$ cat src/rtl/fbm_pkg.sv
// Package for the free buffer watermark monitor.
// Purpose: names the three watermark levels and gives their count.
// Assumes: the index values are used to select entries of per-level arrays.
package fbm_pkg;
    typedef enum logic [1:0] {
        WM_ALERT   = 2'd0,
        WM_PAUSE   = 2'd1,
        WM_RESERVE = 2'd2
    } wm_sel_e;

    localparam int unsigned WM_N = 3;
endpackage

$ cat src/rtl/fbm_level_track.sv
// Compares the free-block count with one level, using a strict less-than.
// Also remembers the result of the previous cycle and flags a new fall below the level.
// Assumes: a level of zero means the level is turned off.
module fbm_level_track #(
    parameter int unsigned CNT_W = 8
) (
    input  logic             clk,
    input  logic             rst_n,
    input  logic [CNT_W-1:0] count,
    input  logic [CNT_W-1:0] level,
    output logic             below,
    output logic             below_q,
    output logic             fall
);
    localparam logic [CNT_W-1:0] LVL_OFF = '0;

    // Current comparison; a zero level disables it.
    always_comb begin
        below = (level != LVL_OFF) && (count < level);
        fall  = below && !below_q;
    end

    // Remember last cycle's comparison for edge detection.
    always_ff @(posedge clk) begin
        if (!rst_n) below_q <= 1'b0;
        else        below_q <= below;
    end

    AST_PREV_TRACKS: assert property (@(posedge clk) disable iff (!rst_n)
        below |=> below_q);
endmodule

$ cat src/rtl/fbm_irq_sticky.sv
// Sticky interrupt status bit for the watermark alert level.
// Assumes: irq_clr is a write-one-to-clear strobe from the host.
// A new crossing wins over a clear in the same cycle.
module fbm_irq_sticky (
    input  logic clk,
    input  logic rst_n,
    input  logic fall,
    input  logic clr,
    output logic flag
);
    // Set on a fall below the level, clear on the host strobe; set has priority.
    always_ff @(posedge clk) begin
        if (!rst_n)    flag <= 1'b0;
        else if (fall) flag <= 1'b1;
        else if (clr)  flag <= 1'b0;
    end

    AST_IRQ_SET: assert property (@(posedge clk) disable iff (!rst_n)
        fall |=> flag);
    AST_IRQ_HOLD: assert property (@(posedge clk) disable iff (!rst_n)
        (flag && !clr) |=> flag);
    AST_IRQ_CLEAR: assert property (@(posedge clk) disable iff (!rst_n)
        (clr && !fall) |=> !flag);
endmodule

$ cat src/rtl/fbm_rx_gate.sv
// Frame-boundary receive gate.
// It samples the halt at each frame start and holds the drop mark until that frame ends.
// Assumes: start and end strobes come from the receive MAC. A start in the same cycle as an end belongs to the next frame.
module fbm_rx_gate (
    input  logic clk,
    input  logic rst_n,
    input  logic halt,
    input  logic sof,
    input  logic eof,
    output logic drop
);
    // Capture the halt at frame start; release at frame end.
    always_ff @(posedge clk) begin
        if (!rst_n)   drop <= 1'b0;
        else if (sof) drop <= halt;
        else if (eof) drop <= 1'b0;
    end

    AST_DROP_MARK: assert property (@(posedge clk) disable iff (!rst_n)
        (sof && halt) |=> drop);
    AST_DROP_HELD: assert property (@(posedge clk) disable iff (!rst_n)
        (!sof && !eof) |=> $stable(drop));
    AST_DROP_END: assert property (@(posedge clk) disable iff (!rst_n)
        (eof && !sof) |=> !drop);
endmodule

$ cat src/rtl/fbm_watermark_mon.sv
// Top of the free buffer watermark monitor.
// Three level trackers drive a sticky interrupt, a one-cycle pause request and a receive halt.
// The receive halt is applied at frame boundaries.
// Assumes: free_cnt and the levels are synchronous to clk. Reset is synchronous and active low.
module fbm_watermark_mon
    import fbm_pkg::*;
#(
    parameter int unsigned CNT_W = 8
) (
    input  logic             clk,
    input  logic             rst_n,
    input  logic [CNT_W-1:0] free_cnt,
    input  logic [CNT_W-1:0] lvl_alert,
    input  logic [CNT_W-1:0] lvl_pause,
    input  logic [CNT_W-1:0] lvl_reserve,
    input  logic             irq_clr,
    input  logic             rx_sof,
    input  logic             rx_eof,
    output logic             irq_flag,
    output logic             pause_req,
    output logic             rx_halt,
    output logic             rx_drop
);
    localparam int unsigned IX_A = int'(WM_ALERT);
    localparam int unsigned IX_P = int'(WM_PAUSE);
    localparam int unsigned IX_R = int'(WM_RESERVE);

    logic [CNT_W-1:0] lvl_v [WM_N];
    logic [WM_N-1:0]  below_v;
    logic [WM_N-1:0]  below_q_v;
    logic [WM_N-1:0]  fall_v;

    // Gather the levels into an array indexed by watermark kind.
    always_comb begin
        lvl_v[IX_A] = lvl_alert;
        lvl_v[IX_P] = lvl_pause;
        lvl_v[IX_R] = lvl_reserve;
    end

    for (genvar g = 0; g < WM_N; g++) begin : g_lvl
        fbm_level_track #(.CNT_W(CNT_W)) i_track (
            .clk     (clk),
            .rst_n   (rst_n),
            .count   (free_cnt),
            .level   (lvl_v[g]),
            .below   (below_v[g]),
            .below_q (below_q_v[g]),
            .fall    (fall_v[g])
        );
    end

    fbm_irq_sticky i_irq (
        .clk   (clk),
        .rst_n (rst_n),
        .fall  (fall_v[IX_A]),
        .clr   (irq_clr),
        .flag  (irq_flag)
    );

    // One pause request per fall below the flow-control level.
    always_ff @(posedge clk) begin
        if (!rst_n) pause_req <= 1'b0;
        else        pause_req <= fall_v[IX_P];
    end

    // The halt follows the reserve comparison with one register stage.
    assign rx_halt = below_q_v[IX_R];

    fbm_rx_gate i_gate (
        .clk   (clk),
        .rst_n (rst_n),
        .halt  (rx_halt),
        .sof   (rx_sof),
        .eof   (rx_eof),
        .drop  (rx_drop)
    );

    AST_PAUSE_ONE: assert property (@(posedge clk) disable iff (!rst_n)
        pause_req |=> !pause_req);
    AST_ZERO_NO_HALT: assert property (@(posedge clk) disable iff (!rst_n)
        (lvl_reserve == '0) |=> !rx_halt);
    AST_ZERO_NO_PAUSE: assert property (@(posedge clk) disable iff (!rst_n)
        (lvl_pause == '0) |=> !pause_req);
    AST_EQUAL_NOT_BELOW: assert property (@(posedge clk) disable iff (!rst_n)
        (free_cnt >= lvl_reserve) |=> !rx_halt);
endmodule

$ cat config.mk
export PLATFORM = sky130hd
export DESIGN_NAME = fbm_watermark_mon
export DESIGN_NICKNAME = d
export VERILOG_FILES = /design/src/rtl/fbm_pkg.sv /design/src/rtl/fbm_level_track.sv /design/src/rtl/fbm_irq_sticky.sv /design/src/rtl/fbm_rx_gate.sv /design/src/rtl/fbm_watermark_mon.sv
export SDC_FILE = /design/constraint.sdc
export NUM_CORES = 1
export LEC_CHECK = 0
export CAP_MARGIN = 10
export CORE_UTILIZATION = 35
export DETAILED_ROUTE_END_ITERATION = 12
export PLACE_DENSITY_LB_ADDON = 0.05
export SKIP_LAST_GASP = 1
export SYNTH_ARGS = -nofsm -noshare
export SYNTH_HDL_FRONTEND = slang
export SYNTH_SLANG_ARGS = --single-unit
$ cat constraint.sdc
create_clock -name clk -period 1.4 [get_ports clk]
set_input_delay 0.14 -clock clk [delete_from_list [all_inputs] [get_ports clk]]
set_output_delay 0.14 -clock clk [all_outputs]
set_load 0.02 [all_outputs]
==> reports/metrics.csv <==
metric,value,unit
worst_slew_pin_slew,0.333,ns
cpPeakStageDelay,0.61,ns
initial_core_util,38.6,%
crit_type,register to output pin,
ys_seq_area_share,15.2,%
die_w,49.5,µm
cp_data_required_time,1.26,ns
dieArea,2450,µm²
r2r_cells,3,
rows,16,
clk_latency,0.26,ns
post-route-period-util,96.0,%
crit_arrival,1.20,ns
path_buf_inv,1,
utilization,69.2,%
crit_path_start,g_lvl[2].i_track.below_q,
io_pins,41,
cts_num_sinks,6,
area_growth,79.2,%
drc_errors,0,
start_kind,register,
maxSlewViolCount,0,
grt_overflow,0,
port_buffers,40,
nets,212,
ant_nets,0,
n_antenna_cell,0,
setup_viol_count_final,0,
grt_util_all_layers,20.0,%
final_common_cell,clkdlybuf4s50_1,
synthDistinctLibCells,23,
first_pass_iters,4,
finalClockSkew,0.00254,ns
vdd_ir_drop_max,0.369,mV
final_cell_mix,"clkdlybuf4s50_1, inv_1, ha_1",
leakagePower,0.685,nW
wl_per_cell,12.7,µm
place.gp.congestion,0.783,
grt_pass1_vias,897,
r2r-start,i_gate.drop,
ys_warn_count,0,
min_from,g_lvl[1].i_track.below_q,
end_kind,output pin,
worstPathCellList,clkdlybuf4s50_1,
crit_family,buffers and inverters,
clk_pin_slew_worst_paths,0.05,ns
grt_pass1_wl,3680,µm
synth.net_count,154,
clockBufferDepth,2,
cts_tree,built,
syn_area,788,µm²
cts_made_buffers,3,
powerDensity,524,nW/µm²
whs_path_depth,1,
max_freq,0.744,GHz
ys_ff_latch,6,
antenna_found_initial,0,
coreArea,2040,µm²
dp_cells,176,
dp_hpwl,1880,µm
num_vias,883,
syn_inst,96,
cts-root-buf,clkbuf_4,
path_max_fanout,2,
maxCapViolCount,0,
drt_iter0_markers,4,
cp_slowest_cell,clkdlybuf4s50_1,
stdcell_count,179,
grt_max_degree,6,
timing.hold.ws,0.403,ns
hold_path.class,register to register,
reg2reg_slack,0.65,ns
reg2reg_to,i_gate.drop,
hold_viol_final,0,
power,0.000740,W
fp.dieH,49.5,µm
wl,2270,µm
max_slew_margin,77.6,%
postCtsHoldBufs,0,
status,"finished, final reports clean",
cts_max_level,1,
period_needed,1.34,ns
hold_end,pause_req,
setup_tns,0,ns
syn_area_per_cell,8.21,µm²
avgViaCountPerCell,4.93,
drive_gt1_share,20.4,%
## synth_stat cells
master	count	share of area, %
nand3b_1	1	0.95
o31ai_2	1	1.6
nor2b_1	1	0.79
nor3b_2	1	1.6
a211oi_2	1	1.6
nand2_1	3	1.4
nor3b_1	1	0.95
nor2_1	5	2.4
a21oi_1	4	2.5
a211oi_1	4	3.8
dfxtp_1	6	15
a221oi_2	1	1.9
inv_1	22	10
nor4_1	5	4.0
o21ai_0	4	2.5
nand2b_1	4	3.2
nand4b_1	1	1.1
nor4_4	1	2.7
ha_1	21	33
o21ai_1	2	1.3
o31a_1	2	2.2
a21o_1	3	2.9
nand4_1	2	1.6
## layer usage
metal  up-vias  wire length [µm]  global-route usage (%)
met1       396               967                    20.7
met2        25              1160                    39.0
met4         0                23                    7.14
met5         -                 0                       0
met3         4               114                    4.01
li1        458                 -                       -
## where the power goes
group	leakage (nW)	switching, W	internal, W
clock	0.0138	0.0000770	0.0000980
combinational	0.621	0.000155	0.000215
sequential	0.0499	0.00000726	0.000187
## sequential cells by signal, indices dropped and copies added, names as in the netlist
| register | flops |
|---|---|
| g_lvl.i_track.below_q | 3 |
| i_gate.drop | 1 |
| i_irq.flag | 1 |
| pause_req | 1 |
## timing repair
action | CTS | global route
endpoints found under the setup margin | 3 | 3
endpoints found under the hold margin | 0 | 0
pin swaps | 6 | 5
resized for setup | 9 | 11
buffers inserted | 0 | 0
## per-stage QoR
step,setup WS [ns],instance area (µm²)
3_5_place_dp,-0.356,1320
3_3_place_gp,-0.330,1320
6_report,0.0553,1410
2_1_floorplan,0.195,788
5_1_grt,-0.0251,1410
4_1_cts,-0.0418,1360
## worst max-delay path by stage
| stage | endpoint | slack (ns) | depth (start not counted) |
|---|---|---|---|
| after detailed placement | g_lvl[2].i_track.below_q | -0.36 | 7 |
| after global routing | i_irq.flag | -0.03 | 7 |
| after floorplan | g_lvl[2].i_track.below_q | 0.19 | 6 |
| after CTS | g_lvl[2].i_track.below_q | -0.04 | 7 |
| final | rx_halt | 0.06 | 1 |
| after global placement | g_lvl[2].i_track.below_q | -0.33 | 7 |
## cell families (layout without fill, tap and decap cells)
family | after synthesis | count (layout) | synth area share, %
AO/OA/AOI/OAI | 22 | 22 | 20.3
buffers and inverters | 22 | 78 | 10.5
AND/OR/NAND/NOR | 25 | 25 | 20.6
flip-flops | 6 | 6 | 15.2
adder cells (fa/ha/maj) | 21 | 21 | 33.3
## final cells by class
type | instances | area, µm²
inverter | 22 | 82.6
clock buffer | 3 | 22.5
fill | 187 | 629
tap | 27 | 33.8
timing repair buffer | 53 | 497
multi-input combinational | 68 | 657
sequential | 6 | 120
No activity file was read; power rests on OpenSTA's default activity.
